**src/rtl/msaa_codec_pkg.sv**
```systemverilog
package msaa_codec_pkg;

    localparam int COLOR_W  = 32;
    localparam int NS_MAX   = 8;
    localparam int NS_SMALL = 4;
    localparam int LEN_W    = $clog2(NS_MAX + 1);
    localparam int IDX_W    = $clog2(NS_MAX);

    typedef logic [NS_MAX-1:0][COLOR_W-1:0] samp_vec_t;

    typedef enum logic [1:0] {
        ST_CLEARED = 2'd0,
        ST_ONE     = 2'd1,
        ST_TWO     = 2'd2,
        ST_RAW     = 2'd3
    } pix_state_t;

    // Packed from MSB to LSB: state lands in bits 1:0.
    typedef struct packed {
        samp_vec_t          payload;
        logic [NS_MAX-1:0]  mask;
        logic [LEN_W-1:0]   len;
        logic               eight;
        pix_state_t         state;
    } enc_word_t;

    localparam int WORD_W = $bits(enc_word_t);

    typedef struct packed {
        samp_vec_t          samp;
        logic [NS_MAX-1:0]  eq0;
        logic               eight;
        logic               clear;
    } stage_a_t;

    function automatic logic [NS_MAX-1:0] active_mask(input logic eight);
        logic [NS_MAX-1:0] m;
        for (int i = 0; i < NS_MAX; i++) begin
            m[i] = eight || (i < NS_SMALL);
        end
        return m;
    endfunction

    function automatic logic [IDX_W-1:0] first_set(input logic [NS_MAX-1:0] v);
        logic [IDX_W-1:0] idx;
        idx = '0;
        for (int i = NS_MAX - 1; i >= 0; i--) begin
            if (v[i]) idx = IDX_W'(i);
        end
        return idx;
    endfunction

    function automatic logic [LEN_W-1:0] sample_count(input logic eight);
        return eight ? LEN_W'(NS_MAX) : LEN_W'(NS_SMALL);
    endfunction

endpackage

```
**src/rtl/msaa_enc_front.sv**
```systemverilog
module msaa_enc_front
    import msaa_codec_pkg::*;
(
    input  logic      clk,
    input  logic      rst,
    input  logic      en,
    input  logic      in_valid,
    input  logic      in_clear,
    input  logic      in_eight,
    input  samp_vec_t in_samp,
    output logic      a_valid,
    output stage_a_t  a_data
);

    logic [NS_MAX-1:0] eq0_c;

    // Every sample against sample 0 in parallel.
    for (genvar g = 0; g < NS_MAX; g++) begin : g_cmp0
        assign eq0_c[g] = (in_samp[g] == in_samp[0]);
    end

    always_ff @(posedge clk) begin
        if (rst) begin
            a_valid <= 1'b0;
            a_data  <= '0;
        end else if (en) begin
            a_valid      <= in_valid;
            a_data.samp  <= in_samp;
            a_data.eq0   <= eq0_c;
            a_data.eight <= in_eight;
            a_data.clear <= in_clear;
        end
    end

endmodule

```
**src/rtl/msaa_enc_back.sv**
```systemverilog
module msaa_enc_back
    import msaa_codec_pkg::*;
(
    input  logic      clk,
    input  logic      rst,
    input  logic      en,
    input  logic      a_valid,
    input  stage_a_t  a_data,
    output logic      out_valid,
    output enc_word_t out_word
);

    logic [NS_MAX-1:0] act;
    logic [NS_MAX-1:0] diff0;
    logic [NS_MAX-1:0] eq1;
    logic [NS_MAX-1:0] extra;
    logic [IDX_W-1:0]  idx1;
    logic [COLOR_W-1:0] col1;
    enc_word_t         nxt;

    assign act   = active_mask(a_data.eight);
    assign diff0 = act & ~a_data.eq0;
    assign idx1  = first_set(diff0);
    assign col1  = a_data.samp[idx1];

    // Second comparison bank against the first color unlike sample 0.
    for (genvar g = 0; g < NS_MAX; g++) begin : g_cmp1
        assign eq1[g] = (a_data.samp[g] == col1);
    end

    assign extra = act & ~a_data.eq0 & ~eq1;

    always_comb begin
        nxt       = '0;
        nxt.eight = a_data.eight;
        if (a_data.clear) begin
            nxt.state = ST_CLEARED;
        end else if (diff0 == '0) begin
            nxt.state      = ST_ONE;
            nxt.len        = LEN_W'(1);
            nxt.payload[0] = a_data.samp[0];
        end else if (extra == '0) begin
            nxt.state      = ST_TWO;
            nxt.len        = LEN_W'(2);
            nxt.mask       = diff0;
            nxt.payload[0] = a_data.samp[0];
            nxt.payload[1] = col1;
        end else begin
            nxt.state = ST_RAW;
            nxt.len   = sample_count(a_data.eight);
            for (int i = 0; i < NS_MAX; i++) begin
                nxt.payload[i] = act[i] ? a_data.samp[i] : '0;
            end
        end
    end

    always_ff @(posedge clk) begin
        if (rst) begin
            out_valid <= 1'b0;
            out_word  <= '0;
        end else if (en) begin
            out_valid <= a_valid;
            out_word  <= nxt;
        end
    end

    a_r1_clear_empty: assert property (@(posedge clk) disable iff (rst)
        out_valid && out_word.state == ST_CLEARED |->
            out_word.len == '0 && out_word.mask == '0 && out_word.payload == '0);

    a_r2_one_len: assert property (@(posedge clk) disable iff (rst)
        out_valid && out_word.state == ST_ONE |->
            out_word.len == LEN_W'(1) && out_word.mask == '0);

    a_r3_two_form: assert property (@(posedge clk) disable iff (rst)
        out_valid && out_word.state == ST_TWO |->
            !out_word.mask[0] && out_word.mask != '0 &&
            out_word.payload[0] != out_word.payload[1]);

    a_r4_raw_len: assert property (@(posedge clk) disable iff (rst)
        out_valid && out_word.state == ST_RAW |->
            out_word.len == sample_count(out_word.eight));

    a_r5_short_mask: assert property (@(posedge clk) disable iff (rst)
        out_valid && !out_word.eight |->
            out_word.mask[NS_MAX-1:NS_SMALL] == '0);

endmodule

```
**src/rtl/msaa_decode.sv**
```systemverilog
module msaa_decode
    import msaa_codec_pkg::*;
(
    input  logic      clk,
    input  logic      rst,
    input  logic      en,
    input  logic      in_valid,
    input  enc_word_t in_word,
    output logic      out_valid,
    output logic      out_eight,
    output logic      out_cleared,
    output samp_vec_t out_samp
);

    logic [NS_MAX-1:0] act;
    samp_vec_t         rebuilt;

    assign act = active_mask(in_word.eight);

    for (genvar g = 0; g < NS_MAX; g++) begin : g_rebuild
        always_comb begin
            unique case (in_word.state)
                ST_CLEARED: rebuilt[g] = '0;
                ST_ONE:     rebuilt[g] = in_word.payload[0];
                ST_TWO:     rebuilt[g] = in_word.mask[g] ? in_word.payload[1]
                                                         : in_word.payload[0];
                default:    rebuilt[g] = in_word.payload[g];
            endcase
            if (!act[g]) rebuilt[g] = '0;
        end
    end

    always_ff @(posedge clk) begin
        if (rst) begin
            out_valid   <= 1'b0;
            out_eight   <= 1'b0;
            out_cleared <= 1'b0;
            out_samp    <= '0;
        end else if (en) begin
            out_valid   <= in_valid;
            out_eight   <= in_word.eight;
            out_cleared <= (in_word.state == ST_CLEARED);
            out_samp    <= rebuilt;
        end
    end

    a_r7_cleared_zero: assert property (@(posedge clk) disable iff (rst)
        out_valid && out_cleared |-> out_samp == '0);

    a_r7_short_zero: assert property (@(posedge clk) disable iff (rst)
        out_valid && !out_eight |-> out_samp[NS_MAX-1:NS_SMALL] == '0);

endmodule

```
**src/rtl/msaa_color_codec.sv**
```systemverilog
module msaa_color_codec
    import msaa_codec_pkg::*;
(
    input  logic                      clk,
    input  logic                      rst,
    input  logic                      enc_in_valid,
    output logic                      enc_in_ready,
    input  logic                      enc_in_clear,
    input  logic                      enc_in_eight,
    input  logic [NS_MAX*COLOR_W-1:0] enc_in_samples,
    output logic                      enc_out_valid,
    input  logic                      enc_out_ready,
    output logic [WORD_W-1:0]         enc_out_word,
    input  logic                      dec_in_valid,
    output logic                      dec_in_ready,
    input  logic [WORD_W-1:0]         dec_in_word,
    output logic                      dec_out_valid,
    input  logic                      dec_out_ready,
    output logic                      dec_out_eight,
    output logic                      dec_out_cleared,
    output logic [NS_MAX*COLOR_W-1:0] dec_out_samples
);

    logic      en_enc;
    logic      en_dec;
    logic      a_valid;
    stage_a_t  a_data;
    enc_word_t enc_word;
    samp_vec_t dec_samp;

    // One enable moves the whole encoder pipe; a stalled output freezes both stages.
    assign en_enc       = !enc_out_valid || enc_out_ready;
    assign enc_in_ready = en_enc;
    assign en_dec       = !dec_out_valid || dec_out_ready;
    assign dec_in_ready = en_dec;

    msaa_enc_front u_front (
        .clk      (clk),
        .rst      (rst),
        .en       (en_enc),
        .in_valid (enc_in_valid),
        .in_clear (enc_in_clear),
        .in_eight (enc_in_eight),
        .in_samp  (samp_vec_t'(enc_in_samples)),
        .a_valid  (a_valid),
        .a_data   (a_data)
    );

    msaa_enc_back u_back (
        .clk       (clk),
        .rst       (rst),
        .en        (en_enc),
        .a_valid   (a_valid),
        .a_data    (a_data),
        .out_valid (enc_out_valid),
        .out_word  (enc_word)
    );

    assign enc_out_word = enc_word;

    msaa_decode u_decode (
        .clk         (clk),
        .rst         (rst),
        .en          (en_dec),
        .in_valid    (dec_in_valid),
        .in_word     (enc_word_t'(dec_in_word)),
        .out_valid   (dec_out_valid),
        .out_eight   (dec_out_eight),
        .out_cleared (dec_out_cleared),
        .out_samp    (dec_samp)
    );

    assign dec_out_samples = dec_samp;

    a_r9_enc_hold: assert property (@(posedge clk) disable iff (rst)
        enc_out_valid && !enc_out_ready |=> enc_out_valid && $stable(enc_out_word));

    a_r10_dec_hold: assert property (@(posedge clk) disable iff (rst)
        dec_out_valid && !dec_out_ready |=>
            dec_out_valid && $stable(dec_out_samples) && $stable(dec_out_cleared));

endmodule

```
**config.mk**
```make
export PLATFORM = sky130hd
export DESIGN_NAME = msaa_color_codec
export DESIGN_NICKNAME = d
export VERILOG_FILES = /design/src/rtl/msaa_codec_pkg.sv /design/src/rtl/msaa_enc_front.sv /design/src/rtl/msaa_enc_back.sv /design/src/rtl/msaa_decode.sv /design/src/rtl/msaa_color_codec.sv
export SDC_FILE = /design/constraint.sdc
export NUM_CORES = 2
export LEC_CHECK = 0
export ABC_AREA = 1
export BUFFER_PORTS_ARGS = -buffer_cell sky130_fd_sc_hd__buf_4
export CAP_MARGIN = 20
export CORE_AREA = 2 2 412 414
export DETAILED_ROUTE_END_ITERATION = 10
export DIE_AREA = 0 0 414 416
export PLACE_DENSITY_LB_ADDON = 0.12
export SKIP_LAST_GASP = 1
export SLEW_MARGIN = 20
export SYNTH_ARGS = -nofsm -noshare
export SYNTH_HDL_FRONTEND = slang
export SYNTH_SLANG_ARGS = --single-unit
```
**constraint.sdc**
```tcl
create_clock -name clk -period 7 [get_ports clk]
set_clock_uncertainty 0.05 [all_clocks]
set_input_delay 0.7 -clock clk [delete_from_list [all_inputs] [get_ports clk]]
set_output_delay 0.7 -clock clk [all_outputs]
set_load 0.1 [all_outputs]
```
=== Yosys cells after proc, flatten, opt, wreduce, memory -nomap -nowiden ===
Index checks and enable logic that the tools add are counted.

* Register bits after elaboration: 798
* Latch bits: 0
* Bits in writable memories: 0
* Memory bits (read-only): 0
* Input bits: 535
* Output and inout port bits: 533
* Logic and storage cells: 112
* Memories kept: 0

* Add/sub/neg operators: 0
* Multiply operators: 0
* Div/mod/pow operators: 0
* $lt $le $gt $ge: 1
* Equal/unequal tests: 17
* Shift operators: 0
* Mux-type cells: 47
* Bitwise operators: 4
* Reductions and logical operators: 7

{| class="wikitable"
|+ Operator list
! operator !! count
|-
| 32-bit case mux with 3 select lines || 7
|-
| 32-bit two-way mux || 18
|-
| 32-bit equality test || 15
|-
| 268-bit two-way mux || 1
|-
| 224-bit two-way mux || 1
|-
| 192-bit two-way mux || 1
|-
| 32-bit binary-select mux with 3-bit select || 1
|-
| 64-bit two-way mux || 1
|-
| 32-bit case mux with 2 select lines || 1
|-
| 3-bit two-way mux || 8
|-
| 8-bit bitwise AND || 2
|-
| 8-bit logical NOT || 2
|-
| 8-bit two-way mux || 2
|-
| 8-bit NOT || 2
|-
| 4-bit two-way mux || 3
|-
| 3-bit by 4-bit < comparator with 1-bit output, second input constant || 1
|-
| 2-bit two-way mux || 2
|-
| 2-bit by 1-bit equality test with 1-bit output, second input constant || 1
|-
| 2-bit equality test, second input constant || 1
|-
| 1-bit logical NOT || 2
|-
| 2-bit logical NOT || 1
|-
| 1-bit logical OR || 2
|-
| 1-bit two-way mux || 1
|}

=== Depth between registers and ports, before layout ===
* Depth in word-level cells: 19
* Gate-level depth with buffers: 32
* Mapped depth without buffers: 28

=== By module ===
From an unflattened synthesis, not the netlist that was laid out.

* Cells, all modules: 7516
* Area, all modules: 45707.6 um^2

{| class="wikitable"
|+ By module, submodules not included
! module !! times used !! cells an instance !! area an instance (um^2) !! seq. area each (um^2)
|-
| msaa_enc_back || 1 || 2920 || 17559.3 || 5445.2
|-
| msaa_decode || 1 || 2781 || 15782.6 || 5185.0
|-
| msaa_enc_front || 1 || 1811 || 12350.6 || 5345.1
|-
| msaa_color_codec || 1 || 4 || 15.0 || 0.0
|}

=== Worst setup path before layout ===
Ideal clock, no wire load.

* Path type: flip-flop to output port
* Start: reg u_back.out_valid
* End: out enc_in_ready
* Arrival: 2466 ps
* Data required time: 6250 ps
* Setup slack: 3784 ps
* Cell stages (with the launch flop): 7
* Path buffers: 3
* Cells stage by stage: dfxtp_1 -> inv_1 -> nor2_1 -> inv_1 -> clkbuf_1 -> clkbuf_1 -> clkbuf_1

* Longest elaborated chain between the ends: 2

{| class="wikitable"
|+ Ends and longest elaborated chain
! what !! RTL line !! source
|-
| start: declaration || msaa_enc_back.sv:9 || <nowiki>output logic out_valid,</nowiki>
|-
| start signal: assignment || msaa_enc_back.sv:62 || <nowiki>out_valid <= a_valid;</nowiki>
|-
| 1-bit logical NOT || msaa_color_codec.sv:32 || <nowiki>assign en_enc = !enc_out_valid || enc_out_ready;</nowiki>
|-
| 1-bit logical OR || msaa_color_codec.sv:32 ||
|-
| end: declaration || msaa_color_codec.sv:7 || <nowiki>output logic enc_in_ready,</nowiki>
|}

Every way passes these cells.

=== Worst setup path after layout ===
* Start: reg u_front.a_data[8] (netlist name)
* End: reg u_back.out_word[68] (netlist name)

* Longest elaborated chain between the ends: 18
* Elaborated cells between the ends (all ways): 26
* Classes of those cells: eq/ne: 8; mux: 12; bitwise: 4; reduce/logical: 2

{| class="wikitable"
|+ Ends and longest elaborated chain
! what !! RTL line !! source
|-
| 8-bit NOT (*) || msaa_enc_back.sv:22, msaa_enc_back.sv:31 ||
|-
| 8-bit bitwise AND (*) || msaa_enc_back.sv:22, msaa_enc_back.sv:31 ||
|-
| 3-bit two-way mux (7 in a row) || msaa_codec_pkg.sv:48 || <nowiki>if (v[i]) idx = IDX_W'(i);</nowiki>
|-
| 32-bit binary-select mux with 3-bit select || msaa_enc_back.sv:24 || <nowiki>assign col1 = a_data.samp[idx1];</nowiki>
|-
| 32-bit two-way mux (not written as such) || msaa_enc_back.sv:24 ||
|-
| 32-bit equality test || msaa_enc_back.sv:28 || <nowiki>assign eq1[g] = (a_data.samp[g] == col1);</nowiki>
|-
| 8-bit NOT || msaa_enc_back.sv:31 || <nowiki>assign extra = act & ~a_data.eq0 & ~eq1;</nowiki>
|-
| 8-bit bitwise AND || msaa_enc_back.sv:31 ||
|-
| 8-bit logical NOT || msaa_enc_back.sv:42 || <nowiki>end else if (extra == '0) begin</nowiki>
|-
| 64-bit two-way mux || msaa_enc_back.sv:42 ||
|-
| 224-bit two-way mux (*) || msaa_enc_back.sv:38 || <nowiki>end else if (diff0 == '0) begin</nowiki>
|-
| 268-bit two-way mux (*) || msaa_enc_back.sv:36 || <nowiki>if (a_data.clear) begin</nowiki>
|-
| end signal: assignment || msaa_enc_back.sv:63 || <nowiki>out_word <= nxt;</nowiki>
|-
| end: declaration || msaa_enc_back.sv:10 || <nowiki>output enc_word_t out_word</nowiki>
|}

Every way passes the cells marked *; elsewhere a longest branch is shown, timed or not. The select of a mux whose other input is x is not followed.
A chain may end at the register's enable or synchronous reset.

==> impl_metrics.py <==
metrics = {
    "drt": {
        "wire_per_inst_um": 34.1,
        "detail-route-antenna-nets": 0,
        "detailroute.via_count": 52100,
        "first_iter_violations": 5244,
        "drt_pass1_iterations": 6,
        "routed_wl_um": 329000,
        "drt_drc_violations_left": 0,
        "post_drt_via_cell_ratio": 5.40,
    },
    "cts": {
        "max-clock-path-buffers": 3,
        "cts_tree": "built",
        "cts.sinks": 798,
        "path_clk_slew_ps": 60,
        "cts_repair_resize_count": 0,
        "cts_post_setup_buffers_inserted": 0,
        "cts_made_buffers": 104,
        "cts_max_level": 3,
        "clock_tree.root_cell": "sky130_fd_sc_hd__clkbuf_16",
        "cts_stage_hold_buffer_count": 0,
        "clock_insertion_delay_worst_skew_ps": 770,
    },
    "yosys": {
        "post-synth-top-area-cell": "sky130_fd_sc_hd__dfxtp_1",
        "synthesis.nets": 7015,
        "gate_count_of_the_mapped_netlist": 6480,
        "synthTopCellsByArea": "sky130_fd_sc_hd__dfxtp_1 (38%), sky130_fd_sc_hd__nand2_1 (13%), sky130_fd_sc_hd__a21oi_1 (10%)",
        "synthDistinctLibCells": 49,
        "ys_seq_area_frac": 0.375,
        "syn-cell-area_um2": 42500,
        "ys_ff_latch": 798,
        "synthArstFlopShare": 0,
        "edff_count_synth": 0,
        "synth-warning-count": 0,
        "avgSynthCellArea_um2": 6.57,
        "synth_top_flop_cell": "sky130_fd_sc_hd__dfxtp_1",
        "synth.top_cell.area_share": 0.375,
    },
    "floorplanning": {
        "starting_density_of_the_core": 0.253,
        "die-height_um": 416,
        "die_area_um2": 172000,
        "design.core.area_um2": 168000,
        "ios": 1068,
        "std_cell_rows": 151,
        "die_w_um": 414,
    },
    "place": {
        "gp_routability_congestion": 0.983,
        "dp_cells": 9424,
        "placement.io_buffers": 1063,
        "hpwl_um": 254000,
        "dp_area_um2": 52900,
    },
    "sta": {
        "rsz0062_at_grt": "no",
        "final.min_clock_period_ps": 5690,
        "slew-limit-headroom": 0.137,
        "setup-violations-final": 0,
        "final-hold-violation-count": 0,
        "slew_viol_final": 0,
        "fmax_mhz": 176,
        "final.period_utilization": 0.813,
        "tightest_slew_ps": 1280,
        "final.setup.tns_ps": 0,
    },
    "global_routing": {
        "maximum_number_of_pins_on_one_net_before_global_route_repair": 188,
        "grt_first_pass_wirelength_um": 434000,
        "initial_antenna_violation_count": 60,
        "grt.overflow.total": 0,
        "first_global_vias": 49500,
        "grt_util_all_layers": 0.365,
    },
    "pwr": {
        "netSwitchingPower_mw": 5.72,
        "power.static_leakage_nw": 24.1,
        "sequentialPowerShare": 0.344,
        "clockPowerShare": 0.396,
        "cellPowerDensity_nw_per_um2": 263,
        "p_int_mw": 9.15,
        "switching_share": 0.384,
        "maximum_vdd_ir_drop_mv": 0.182,
        "total_power_mw": 14.9,
        "comb_power_share": 0.260,
    },
    "final_layout": {
        "postLayoutCoreUtil": 0.337,
        "finish.instance_area_um2": 56600,
        "design.final.nets": 7847,
        "layout-drive-gt1-share": 0.210,
        "num-fill-cells": 18800,
        "area_delta_synth_final_pct": 33.1,
        "final-instance-count-excl-fill": 9650,
    },
    "job": {
        "drv_cap": 0,
    },
    "hold_path": {
        "hold_path_class": "input pin to register",
    },
    "critical_path": {
        "cp_data_arrival_time_ps": 6240,
        "cp_capture_type": "register",
        "crit_path_frequent_cell": "sky130_fd_sc_hd__nand2_1",
        "cp_top_family": "simple AND/OR/NAND/NOR gates",
        "crit_type": "register to register",
        "critical_path_required_ps": 7550,
        "cp_max_fo": 109,
        "cpMaxStageDelayCell": "sky130_fd_sc_hd__buf_12",
        "max_stage_delay_ps": 540,
        "startpoint_type_of_the_worst_setup_path": "register",
        "worst-path-buf-inv": 4,
    },
    "run_status": {
        "result_of_the_run": "complete, no violations",
    },
}
[cells by family (layout without fill, tap and decap cells)]
kind of cell | Yosys count | count (layout) | synth area share
XOR/XNOR | 101 | 101 | 0.0208
AO/OA/AOI/OAI | 1914 | 1914 | 0.238
other | 0 | 30 | 0
buffers and inverters | 944 | 1866 | 0.0877
AND/OR/NAND/NOR | 2723 | 2723 | 0.278
flip-flops | 798 | 798 | 0.375
[through the flow]
step	setup slack, ps	hold slack [ps]
2_1_floorplan	3780	380
3_3_place_gp	1550	396
3_5_place_dp	1540	402
4_1_cts	1540	45.6
5_1_grt	1310	118
6_report	1310	94.9
[power by group through the flow]
stage / Combinational, mW / Clock, mW / Sequential [mW]
floorplan: 1.18 / 0 / 6.12
global placement: 3.81 / 0 / 5.20
detailed placement: 3.81 / 0 / 5.20
CTS: 3.82 / 5.99 / 5.10
global route: 4.00 / 6.15 / 5.12
finish: 3.87 / 5.89 / 5.11
[flip-flops by register name, indices dropped and copies added (netlist names)]
register	cells
u_decode.out_cleared	1
u_decode.out_eight	1
u_decode.out_valid	1
u_front.a_data	266
u_back.out_valid	1
u_decode.out_samp	256
u_back.out_word	271
u_front.a_valid	1
[cells in the final DEF, fill, tap and decap left out, drive strengths merged, types with 34 or more instances in the layout]
master  count
a21oi     875
a31oi      89
buf      1235
clkbuf    140
clkinv     41
dfxtp     798
inv       428
nand2    1490
nand3     768
nor2      369
o211ai     55
o21ai     789
xnor2      34
xor2       67
[worst register-to-register path, delay by kind of cell, from the launching register on]
kind,cells,cell delay (ps)
DFF,1,390
and+or+nand+nor,22,3970
buffers and inverters,4,1050
AOI/OAI and AO/OA,1,120
[layer usage]
layer  track usage  share of wire
met2         0.618           0.48
met5             0         0.0011
met3        0.0956          0.080
met4         0.304          0.096
met1         0.379           0.35
[synthesized netlist by cell type, types with 48 or more instances]
cell	number
sky130_fd_sc_hd__a21oi_1	874
sky130_fd_sc_hd__a31oi_1	89
sky130_fd_sc_hd__clkbuf_1	405
sky130_fd_sc_hd__dfxtp_1	798
sky130_fd_sc_hd__inv_1	394
sky130_fd_sc_hd__nand2_1	1455
sky130_fd_sc_hd__nand3_1	720
sky130_fd_sc_hd__nand3_2	48
sky130_fd_sc_hd__nor2_1	366
sky130_fd_sc_hd__o211ai_1	54
sky130_fd_sc_hd__o21ai_0	788
sky130_fd_sc_hd__xor2_1	67
[layout make-up]
class | count | area, um2 | share of cell area
Timing Repair Buffer | 1235 | 9570 | 0.169
Tap cell | 2218 | 2780 | 0.0490
Multi-Input combinational cell | 4738 | 22900 | 0.405
Inverter | 435 | 1660 | 0.0292
Clock buffer | 140 | 2890 | 0.0510
Sequential cell | 798 | 16000 | 0.282
Antenna cell | 30 | 75.1 | 0.00133
Clock inverter | 56 | 767 | 0.0135
[final timing paths]
kind / to / startpoint / slack, ps / cells past startpoint
worst max register to register: u_back.out_word[68] / u_front.a_data[8] / 1310 / 27
worst max-delay path: u_back.out_word[68] / u_front.a_data[8] / 1310 / 27
worst min-delay path: u_decode.out_valid / dec_in_valid / 90 / 3
worst min register to register: u_back.out_valid / u_front.a_valid / 400 / 2
Note: power is estimated with default switching activity, not from simulation.
